===== config.mk =====
export PLATFORM = sky130hd
export DESIGN_NAME = addr_shift16
export DESIGN_NICKNAME = d
export VERILOG_FILES = /design/src/rtl/addr_shift_pkg.sv /design/src/rtl/asr_stage_chain.sv /design/src/rtl/asr_tap_select.sv /design/src/rtl/addr_shift16.sv
export SDC_FILE = /design/constraint.sdc
export NUM_CORES = 1
export LEC_CHECK = 0
export BUFFER_PORTS_ARGS = -buffer_cell sky130_fd_sc_hd__buf_2
export CORE_MARGIN = 2
export CORE_UTILIZATION = 50
export DETAILED_ROUTE_END_ITERATION = 6
export PLACE_DENSITY = 0.67
export SLEW_MARGIN = 15
export SYNTH_ARGS = -nofsm -noshare
export SYNTH_HDL_FRONTEND = slang
export SYNTH_HIERARCHICAL = 1
export SYNTH_SLANG_ARGS = --single-unit
export TNS_END_PERCENT = 1

===== constraint.sdc =====
create_clock -name clk_i -period 1.9 [get_ports clk_i]
set_clock_uncertainty 0.1 [all_clocks]
set_input_delay 0.38 -clock clk_i [delete_from_list [all_inputs] [get_ports clk_i]]
set_output_delay 0.38 -clock clk_i [all_outputs]
set_load 0.005 [all_outputs]

===== src/rtl/addr_shift_pkg.sv =====
package addr_shift_pkg;
    localparam int unsigned ASR_DEPTH_DFLT = 16;

    // Width of an index that reaches every stage of a chain
    function automatic int unsigned asr_sel_width(input int unsigned depth);
        return (depth < 2) ? 1 : $clog2(depth);
    endfunction
endpackage


===== src/rtl/asr_stage_chain.sv =====
module asr_stage_chain #(
    parameter int unsigned       DEPTH = addr_shift_pkg::ASR_DEPTH_DFLT,
    parameter logic [DEPTH-1:0]  INIT  = '0
) (
    input  logic             clk_i,
    input  logic             en_i,
    input  logic             ser_i,
    output logic [DEPTH-1:0] stages_o
);
    // One flop per stage; stage 0 is the newest bit
    for (genvar g = 0; g < DEPTH; g++) begin : g_stage
        logic bit_q = INIT[g];
        logic bit_d;

        if (g == 0) begin : g_head
            always_comb bit_d = ser_i;
        end else begin : g_body
            always_comb bit_d = stages_o[g-1];
        end

        always_ff @(posedge clk_i) begin
            if (en_i) begin
                bit_q <= bit_d;
            end
        end

        assign stages_o[g] = bit_q;
    end
endmodule


===== src/rtl/asr_tap_select.sv =====
module asr_tap_select #(
    parameter int unsigned DEPTH = addr_shift_pkg::ASR_DEPTH_DFLT,
    parameter int unsigned AW    = addr_shift_pkg::asr_sel_width(DEPTH)
) (
    input  logic [DEPTH-1:0] stages_i,
    input  logic [AW-1:0]    sel_i,
    output logic             bit_o
);
    always_comb begin
        bit_o = 1'b0;
        for (int k = 0; k < DEPTH; k++) begin
            if (sel_i == AW'(k)) begin
                bit_o = stages_i[k];
            end
        end
    end
endmodule


===== src/rtl/addr_shift16.sv =====
module addr_shift16 #(
    parameter int unsigned      DEPTH = addr_shift_pkg::ASR_DEPTH_DFLT,
    parameter logic [DEPTH-1:0] INIT  = '0,
    localparam int unsigned     AW    = addr_shift_pkg::asr_sel_width(DEPTH)
) (
    input  logic          clk_i,
    input  logic          ce_i,
    input  logic          din_i,
    input  logic [AW-1:0] addr_i,
    output logic          tap_o,
    output logic          cascade_o
);
    logic [DEPTH-1:0] stages;

    asr_stage_chain #(
        .DEPTH (DEPTH),
        .INIT  (INIT)
    ) u_chain (
        .clk_i    (clk_i),
        .en_i     (ce_i),
        .ser_i    (din_i),
        .stages_o (stages)
    );

    asr_tap_select #(
        .DEPTH (DEPTH),
        .AW    (AW)
    ) u_sel (
        .stages_i (stages),
        .sel_i    (addr_i),
        .bit_o    (tap_o)
    );

    assign cascade_o = stages[DEPTH-1];
endmodule


After elaboration in Yosys (flattened, before gate mapping)
Cells that the tools add are included.

word-level totals
  input port bits = 7
  word-level logic and storage cells = 48
  flip-flop bits (word level) = 16

cells by class
  mux-type cells = 16
  reduce and logical (&&, ||, !) cells = 1
  eq/ne operators = 15

operator list
  cell                  count
  $eq A4 B4 Y1 const B  8
  $eq A4 B3 Y1 const B  4
  $mux W1               16
  $eq A4 B2 Y1 const B  2
  $eq A4 B1 Y1 const B  1
  $logic_not A4 Y1      1

Longest topological paths before layout
Gate-level depths: netlist (run 1).

  depth after elaboration = 17
  mapped depth = 5

Cells and area by module
The synthesis (run 1) kept the hierarchy.

by module, submodules not included
  module           instances  area each (sq um)  sequential area each (sq um)  cells an instance
  asr_stage_chain  1          600.6              480.5                         32
  asr_tap_select   1          170.2              0.0                           16

Worst setup path before layout (run 1)
Ideal clock, no wire load.

  path type = input port to output port
  start point = input addr_i[0]
  end point = output tap_o
  slack = 0.183 ns
  stages = 4
  data arrival time = 1.237 ns
  buffers on the path = 1
  cell sequence = buf_6 mux4_1 mux2i_1 o22ai_1

on the way
  cells in the longest elaborated chain, start to end = 17

RTL lines
  item                   RTL line              source
  start, declared        addr_shift16.sv:9     input logic [AW-1:0] addr_i,
  $logic_not A4 Y1       asr_tap_select.sv:12  if (sel_i == AW'(k)) begin
  $mux W1 (15 in a row)  asr_tap_select.sv:12
  $mux W1 (*)            asr_tap_select.sv:12
  end, declared          addr_shift16.sv:10    output logic tap_o,

Every way passes the cells marked *; elsewhere a longest branch is shown, timed or not.

Final worst setup path (run 1)
  start point = register u_chain.g_stage[13].bit_q
  end point = output tap_o

on the way
  cells in the longest elaborated chain, start to end = 3

RTL lines
  item                    RTL line               source
  start, declared         asr_stage_chain.sv:12  logic bit_q = INIT[g];
  start signal, assigned  asr_stage_chain.sv:23  bit_q <= bit_d;
  $mux W1 (3 in a row)    asr_tap_select.sv:12

No other way between the ends.

==> run metrics, run 1 <==
status finished with violations; violations in the final reports negative setup slack; area occupied by multi-input gates 150.1 µm²; Initial Util 52.38%; post-synth net total 55; Crit path required time 1.42 ns; largest net degree at the start of global routing 17; placed cell count 56; number of global-route vias before repair 370; pwr dens 835.1 nW/µm²; maxcap violations 0; Startpoint Class flop; CP Class reg2out; Synth cell types 15; Routed Antenna Nets 0; Post-Syn Instances 48; Tmin final 1.977 ns; DR pass1 iterations 4; CTS Root Cell clkbuf_4; die area 1871 µm²; RSZ-0062 raised after global routing yes; final setup vio count 1; share of cells above drive strength 1 48.08%; most common cell after layout, fill and taps aside edfxtp_1; via/cell ratio 5.397; register bit total from synthesis 16; ant diodes 0; final core utilization 53.57%; post-synth top area share 62.34%; TritonCTS clock tree done; Avg Cell Area, Syn 16.06 µm²; Layout area overhead 2.273%; Pleak 0.3013 nW; HP Class in2reg; CP Max Fanout 3; Seq/Total Area, Yosys 62.34%; Clk pin slew, worst setup/hold paths 0.08 ns; Die Ht 43.26 µm; Total GRT Usage 12.78%; worst-margin pin slew 0.3316 ns; Max H-tree Level 1; Final HPWL DP 707.3 µm; Cell Area, Synth 770.7 µm²; initial antenna violation count 0; commonest non-fill, non-tap cells in the layout 16 x edfxtp_1, 9 x buf_4, 8 x buf_2, 3 x clkbuf_4, 3 x mux4_2; Synth area leaders edfxtp_1 62%, buf_4 16%, mux4_1 10%; cell taking the most area after synthesis edfxtp_1; Critical Path End Type output pin; Final Non-Filler Cells 68; total number of vias 367; RD Place Congestion 0.8138; Syn. warnings 6; Post-route DRC 0; Sequential Area 480.5 µm²; Fill cells 127; core area 1471 µm²; worst skew pair latency 0.27 ns; nets 60; setup ws final -0.07720 ns; routed wire length per instance 15.07 µm; Bufs on Longest Clock Path 2; Final Hold Viols 0; CTS buffer count 3; number of clock sinks 16; Tcrit/Tclk final 104.1%; I/O Buffers 8; slew margin rel. 77.89%; Slew Limit Fails 0; fin area 788.3 µm²; PnR Total Power 0.6583 mW; pre-CTS WS -0.04060 ns; die width 43.26 µm; maximum VDD drop 0.0004656 V; IO Pins 9; first-pass GRT wire length 1711 µm; FMAX 0.5058 GHz; dpl cell area 706.9 µm²; total gr overflow 0; final WL 1025 µm; critical path arrival 1.50 ns; row count 14; Detailed Route Iter0 Violations 15
-- area by class of cell --
class                      instances  share of cell area (%)
clock inverter                     1                  0.4762
timing repair buffer              17                   13.65
inverter                           1                  0.4762
sequential                        16                   60.95
clock buffer                       3                   2.857
multi-input combinational         14                   19.05
tap                               16                   2.540
-- critical path, cell delays in order, from the launching register on --
cell,delay [ns]
edfxtp_1,0.42
buf_4,0.15
mux2i_1,0.13
o21ai_1,0.09
a221oi_2,0.22
o22ai_1,0.09
buf_2,0.13
-- synthesized netlist by cell type (all sizes together) --
library cell / n
a21oi: 1
a221oi: 1
a31o: 1
buf: 17
edfxtp: 16
inv: 1
mux2i: 2
mux4: 3
nand2b: 1
nand3: 1
nor2b: 1
o21ai: 2
o22ai: 1
-- worst paths after layout --
| kind | start | end | slack (ns) | cells past startpoint |
|---|---|---|---|---|
| worst min register to register | u_chain/g_stage[4].bit_q$_DFFE_PP_ | u_chain/g_stage[5].bit_q$_DFFE_PP_ | 0.36 | 0 |
| worst max-delay path | u_chain/g_stage[13].bit_q$_DFFE_PP_ | tap_o | -0.08 | 6 |
| worst max register to register | u_chain/g_stage[13].bit_q$_DFFE_PP_ | u_chain/g_stage[14].bit_q$_DFFE_PP_ | 0.88 | 2 |
| worst min-delay path | din_i | u_chain/g_stage[0].bit_q$_DFFE_PP_ | 0.18 | 1 |
-- logic make-up (layout without fill, tap and decap cells) --
| logic type | Yosys count | in the layout | share of synthesized area (%) |
|---|---|---|---|
| buffers and inverters | 18 | 22 | 17.53 |
| AO/OA/AOI/OAI | 6 | 6 | 5.032 |
| AND/OR/NAND/NOR | 3 | 3 | 2.273 |
| multiplexers | 5 | 5 | 12.83 |
| flip-flops | 16 | 16 | 62.34 |
-- per-layer routing --
layer  share of wire, %  track usage (%)  wire (µm)
met5                  0                0          0
met4               0.49            5.455          5
met3                5.5            2.553         56
met2                 50            19.10        513
met1                 44            18.21        449
-- report_power, final --
part,switching (mW),internal (mW),total [mW]
Combinational,0.0284,0.0389,0.0674
Clock,0.0921,0.0760,0.168
Sequential,0.0106,0.412,0.423
-- per-stage QoR --
step,hold WS (ns),setup TNS (ns)
2_1_floorplan,0.3277,0
3_3_place_gp,0.3273,-0.02764
3_5_place_dp,0.3336,-0.04060
4_1_cts,0.1740,-0.09687
5_1_grt,0.1730,-0.2171
6_report,0.1808,-0.07720
-- state kept, by name, indices dropped and copies added, names as in the netlist --
name,cells
u_chain/g_stage.bit_d,1
u_chain/g_stage.bit_q,15
-- what timing repair did --
action	CTS	global route
pin swaps	2	0
hold buffers	0	0
hold endpoints to repair	0	0
endpoints found under the setup margin	1	1
buffers inserted	8	0
gates resized for setup	5	0
(Power assumes the default switching activity.)
==> inputs of run 2 (changes only) <==
--- a/config.mk
+++ b/config.mk
@@ -10,6 +10,7 @@
 export CORE_UTILIZATION = 50
 export DETAILED_ROUTE_END_ITERATION = 6
 export PLACE_DENSITY = 0.67
+export SKIP_CTS_REPAIR_TIMING = 1
 export SLEW_MARGIN = 15
 export SYNTH_ARGS = -nofsm -noshare
 export SYNTH_HDL_FRONTEND = slang
==> run 2 against run 1 <==
The flow still finishes with violations (negative setup slack); largest power group unchanged; final area shrank 2.4%; wire length shrank 3.9%; worst setup slack lost 0.018 ns; non-clock buffer count shrank 3; die area is the same; power shrank 1.2%; count of clock-buffer cells in the layout is the same.
==> run metrics, run 2 (synthesized netlist as in run 1, its figures left out) <==
CTS buffer count 3 (unchanged); FF-to-FF End u_chain/g_stage[3].bit_q$_DFFE_PP_ (was u_chain/g_stage[14].bit_q$_DFFE_PP_); setup ws final -0.09500 ns (was -0.07720 ns); hold_sp din_i (unchanged); first-pass GRT wire length 1531 µm (was 1711 µm); core area 1471 µm² (unchanged); worst-margin pin slew 0.3287 ns (was 0.3316 ns); maximum VDD drop 0.0004776 V (was 0.0004656 V); DR pass1 iterations 2 (was 4); Max H-tree Level 1 (unchanged); final WL 985 µm (was 1025 µm); Critical Path End Type output pin (unchanged); Routed Antenna Nets 0 (unchanged); Tmin final 1.995 ns (was 1.977 ns); number of global-route vias before repair 334 (was 370); RD Place Congestion 0.8138 (unchanged); Cells on Worst Hold Path 1 (unchanged); pwr dens 845.4 nW/µm² (was 835.1 nW/µm²); RSZ-0062 raised after global routing yes (unchanged); Total GRT Usage 11.41% (was 12.78%); initial antenna violation count 0 (unchanged); slew margin rel. 78.09% (was 77.89%); Pleak 0.2909 nW (was 0.3013 nW); commonest non-fill, non-tap cells in the layout 16 x edfxtp_1, 8 x buf_2, 6 x buf_4, 3 x clkbuf_4 (was 16 x edfxtp_1, 9 x buf_4, 8 x buf_2, 3 x clkbuf_4, 3 x mux4_2); number of clock sinks 16 (unchanged); most common cell after layout, fill and taps aside edfxtp_1 (unchanged); Final Hold Viols 0 (unchanged); total gr overflow 0 (unchanged); largest net degree at the start of global routing 17 (unchanged); status finished with violations (unchanged); Crit path required time 1.42 ns (about the same); Initial Util 52.38% (unchanged); Slew Limit Fails 0 (unchanged); Post-route DRC 0 (unchanged); CP Max Fanout 3 (unchanged); nets 57 (was 60); total number of vias 356 (was 367); share of cells above drive strength 1 42.86% (was 48.08%); Bufs on Longest Clock Path 2 (unchanged); Final HPWL DP 707.3 µm (unchanged); routed wire length per instance 15.15 µm (was 15.07 µm); Worst Reg-to-Reg Cells 1 (was 2); maxcap violations 0 (unchanged); ant diodes 0 (unchanged); Die Ht 43.26 µm (unchanged); FMAX 0.5013 GHz (was 0.5058 GHz); max FFs per register 15 (unchanged); I/O Buffers 8 (unchanged); Detailed Route Iter0 Violations 3 (was 15); Tcrit/Tclk final 105.0% (was 104.1%); HP Class in2reg (unchanged); die area 1871 µm² (unchanged); Final Non-Filler Cells 65 (was 68); WHS Endpoint u_chain/g_stage[0].bit_q$_DFFE_PP_ (unchanged); Layout area overhead -0.1623% (was 2.273%); violations in the final reports negative setup slack (unchanged); IO Pins 9 (unchanged); critical path arrival 1.52 ns (was 1.50 ns); CP Class reg2out (unchanged); TritonCTS clock tree done (unchanged); placed cell count 56 (unchanged); worst skew pair latency 0.27 ns (about the same); Startpoint Class flop (unchanged); CTS Root Cell clkbuf_4 (unchanged); Clk pin slew, worst setup/hold paths 0.08 ns (about the same); Worst R2R Start u_chain/g_stage[2].bit_q$_DFFE_PP_ (was u_chain/g_stage[13].bit_q$_DFFE_PP_); via/cell ratio 5.477 (was 5.397); Most flops, register u_chain/g_stage.bit_q (unchanged); row count 14 (unchanged); final setup vio count 1 (unchanged); PnR Total Power 0.6505 mW (was 0.6583 mW); die width 43.26 µm (unchanged); R2R setup slack 1.01 ns (was 0.88 ns)
## run 2: worst max path at each step
stage | startpoint | end | slack [ns] | cells past startpoint
after global routing | u_chain/g_stage[15].bit_q$_DFFE_PP_ | tap_o | -0.17 | 4
after CTS | u_chain/g_stage[10].bit_q$_DFFE_PP_ | tap_o | -0.18 | 5
final | u_chain/g_stage[15].bit_q$_DFFE_PP_ | tap_o | -0.1 | 4
after global placement | addr_i[0] | tap_o | -0.03 | 5
after floorplan | addr_i[0] | tap_o | 0.18 | 4
after detailed placement | addr_i[0] | tap_o | -0.04 | 5
## run 2: worst max-delay path, cell delays in order, from the launching register on
cell      delay (ns)
edfxtp_1        0.42
mux4_2          0.48
o21ai_1         0.13
o22ai_1         0.09
buf_2           0.13
## run 2: cell type report
| class | instances | area, µm² |
|---|---|---|
| Clock inverter | 1 | 3.754 |
| Timing Repair Buffer | 14 | 85.08 |
| Tap cell | 16 | 20.02 |
| Sequential cell | 16 | 480.5 |
| Clock buffer | 3 | 22.52 |
| Multi-Input combinational cell | 14 | 153.9 |
| Inverter | 1 | 3.754 |
| Fill cell | 130 | 701.9 |
## run 2: power breakdown
| part | internal [mW] | total (mW) | leakage, nW | switching, mW |
|---|---|---|---|---|
| Clock | 0.0759 | 0.166 | 0.0154 | 0.0903 |
| Combinational | 0.0348 | 0.0614 | 0.119 | 0.0266 |
| Sequential | 0.412 | 0.423 | 0.157 | 0.0107 |
| Total | 0.523 | 0.651 | 0.291 | 0.128 |
## run 2: per-layer routing
layer | global-route usage, % | up-vias | routed length (µm) | share of wire, %
li1 | - | 169 | - | -
met1 | 15.80 | 178 | 443 | 45
met2 | 17.01 | 9 | 488 | 50
met3 | 2.553 | 0 | 54 | 5.5
met4 | 5.455 | 0 | 0 | 0
met5 | 0 | - | 0 | 0
## run 2: through the flow
stage	util (%)	hold WS [ns]	cell area (µm²)	setup TNS (ns)	worst slack, ns
after floorplan	-	0.3277	770.7	0	0.1833
after global placement	48.04	0.3273	706.9	-0.02764	-0.02764
after detailed placement	48.04	0.3336	706.9	-0.04060	-0.04060
after CTS	49.83	0.1740	733.2	-0.1778	-0.1778
after global routing	52.30	0.1728	769.5	-0.1710	-0.1710
final	52.30	0.1825	769.5	-0.09500	-0.09500
==> inputs of run 3 (changes only) <==
--- a/config.mk
+++ b/config.mk
@@ -7,9 +7,9 @@
 export LEC_CHECK = 0
 export BUFFER_PORTS_ARGS = -buffer_cell sky130_fd_sc_hd__buf_2
 export CORE_MARGIN = 2
-export CORE_UTILIZATION = 50
+export CORE_UTILIZATION = 35
 export DETAILED_ROUTE_END_ITERATION = 6
-export PLACE_DENSITY = 0.67
+export PLACE_DENSITY = 0.51
 export SKIP_CTS_REPAIR_TIMING = 1
 export SLEW_MARGIN = 15
 export SYNTH_ARGS = -nofsm -noshare
==> constraint.sdc (replaced) <==
create_clock -name clk_i -period 1.8 [get_ports clk_i]
set_clock_uncertainty 0.1 [all_clocks]
set_input_delay 0.36 -clock clk_i [delete_from_list [all_inputs] [get_ports clk_i]]
set_output_delay 0.36 -clock clk_i [all_outputs]
set_load 0.005 [all_outputs]
==> run 3 against run 2 <==
The run still ends with negative setup slack left; critical path type unchanged; critical endpoint unchanged; largest power group unchanged; largest cell class unchanged; non-clock buffer count is the same; wire length grew 12%; count of clock-buffer cells in the layout is the same.
==> run metrics, run 3 (synthesized netlist as in run 1, its figures left out) <==
Crit. path cell count 6 (was 4); Die Ht 50.93 µm (was 43.26 µm); Total GRT Usage 8.370% (was 11.41%); IO Pins 9 (unchanged); Max H-tree Level 1 (unchanged); Routed Antenna Nets 0 (unchanged); pwr dens 890.2 nW/µm² (was 845.4 nW/µm²); Final HPWL DP 678 µm (was 707.3 µm); Final Non-Filler Cells 76 (was 65); TritonCTS clock tree done (unchanged); violations in the final reports negative setup slack (unchanged); RSZ-0062 raised after global routing yes (unchanged); Worst Reg-to-Reg Cells 1 (unchanged); maximum VDD drop 0.0004780 V (was 0.0004776 V); die area 2593 µm² (was 1871 µm²); Crit path required time 1.34 ns (was 1.42 ns); Most flops, register u_chain/g_stage.bit_q (unchanged); most common cell after layout, fill and taps aside edfxtp_1 (unchanged); Slew Limit Fails 0 (unchanged); CTS Root Cell clkbuf_4 (unchanged); Detailed Route Iter0 Violations 7 (was 3); Clk pin slew, worst setup/hold paths 0.09 ns (was 0.08 ns); Fill cells 190 (was 130); share of cells above drive strength 1 42.86% (unchanged); dpl cell area 720.7 µm² (was 706.9 µm²); setup ws final -0.2266 ns (was -0.09500 ns); Tcrit/Tclk final 112.6%; fin area 780.7 µm² (was 769.5 µm²); die width 50.93 µm (was 43.26 µm); FMAX 0.4934 GHz; first-pass GRT wire length 1483 µm (was 1531 µm); status finished with violations (unchanged); Crit path max-delay family compound AO/OA/AOI/OAI gates (was multiplexers); Cells on Worst Hold Path 1 (unchanged); CTS buffer count 3 (unchanged); maxcap violations 0 (unchanged); RD Place Congestion 0.7547 (was 0.8138); routed wire length per instance 14.51 µm (was 15.15 µm); total gr overflow 0 (unchanged); commonest non-fill, non-tap cells in the layout 16 x edfxtp_1, 8 x buf_2, 6 x buf_4, 3 x clkbuf_4 (unchanged); initial antenna violation count 0 (unchanged); row count 16 (was 14); Pleak 0.2899 nW (was 0.2909 nW); Final Hold Viols 0 (unchanged); number of clock sinks 16 (unchanged); total number of vias 360 (was 356); max FFs per register 15 (unchanged); PnR Total Power 0.6950 mW (was 0.6505 mW); slowest CP cell edfxtp_1 (was mux4_2); critical path arrival 1.57 ns (was 1.52 ns); slew margin rel. 77.91% (was 78.09%); ant diodes 0 (unchanged); number of global-route vias before repair 311 (was 334); worst-margin pin slew 0.3314 ns (was 0.3287 ns); crit-path cells buf_4, nand3_1, o21ai_0, a221oi_1, o22ai_1, buf_2 (was mux4_2, o21ai_1, o22ai_1, buf_2); core area 2022 µm² (was 1471 µm²); CP Max Fanout 3 (unchanged); worst skew pair latency 0.28 ns (was 0.27 ns); Setup TNS -0.2266 ns (was -0.09500 ns); nets 57 (unchanged); placed cell count 67 (was 56); DR pass1 iterations 4 (was 2); via/cell ratio 4.737 (was 5.477); HP Class in2reg (unchanged); Layout area overhead 1.299% (was -0.1623%); Initial Util 38.12% (was 52.38%); Tmin final 2.027 ns; I/O Buffers 8 (unchanged); hold slack 0.1574 ns (was 0.1825 ns); final core utilization 38.61% (was 52.30%); Post-route DRC 0 (unchanged); Startpoint Class flop (unchanged); final WL 1103 µm (was 985 µm); largest net degree at the start of global routing 17 (unchanged); final setup vio count 1 (unchanged); Max stage delay on crit path 0.43 ns (was 0.48 ns); Buf+Inv Stages, Crit Path 2 (was 1); Bufs on Longest Clock Path 2 (unchanged); pre-CTS WS -0.1389 ns (was -0.04060 ns); CP Class reg2out (unchanged); Critical Path End Type output pin (unchanged)
## run 3: final cells by class
class	count	area (µm²)	area share (%)
Clock inverter	1	3.754	0.4808
Sequential cell	16	480.5	61.54
Tap cell	27	33.78	4.327
Inverter	1	3.754	0.4808
Multi-Input combinational cell	14	151.4	19.39
Timing Repair Buffer	14	85.08	10.90
Clock buffer	3	22.52	2.885
## run 3: power breakdown
group | internal [mW] | total [mW] | switching [mW]
Clock | 0.0803 | 0.185 | 0.104
Sequential | 0.435 | 0.447 | 0.0115
Combinational | 0.0359 | 0.0637 | 0.0278
## run 3: routing by layer
metal | share of wire [%] | track usage, % | routed length [µm]
met1 | 41 | 9.981 | 453
met2 | 50 | 12.12 | 552
met3 | 8.8 | 5.556 | 97
met4 | 0 | 2.703 | 0
met5 | 0 | 0 | 0
## run 3: worst paths after layout
kind	to	startpoint	slack, ns
max	tap_o	u_chain/g_stage[15].bit_q$_DFFE_PP_	-0.23
min	u_chain/g_stage[0].bit_q$_DFFE_PP_	din_i	0.16
max reg2reg	u_chain/g_stage[4].bit_q$_DFFE_PP_	u_chain/g_stage[3].bit_q$_DFFE_PP_	0.91
min reg2reg	u_chain/g_stage[2].bit_q$_DFFE_PP_	u_chain/g_stage[1].bit_q$_DFFE_PP_	0.35
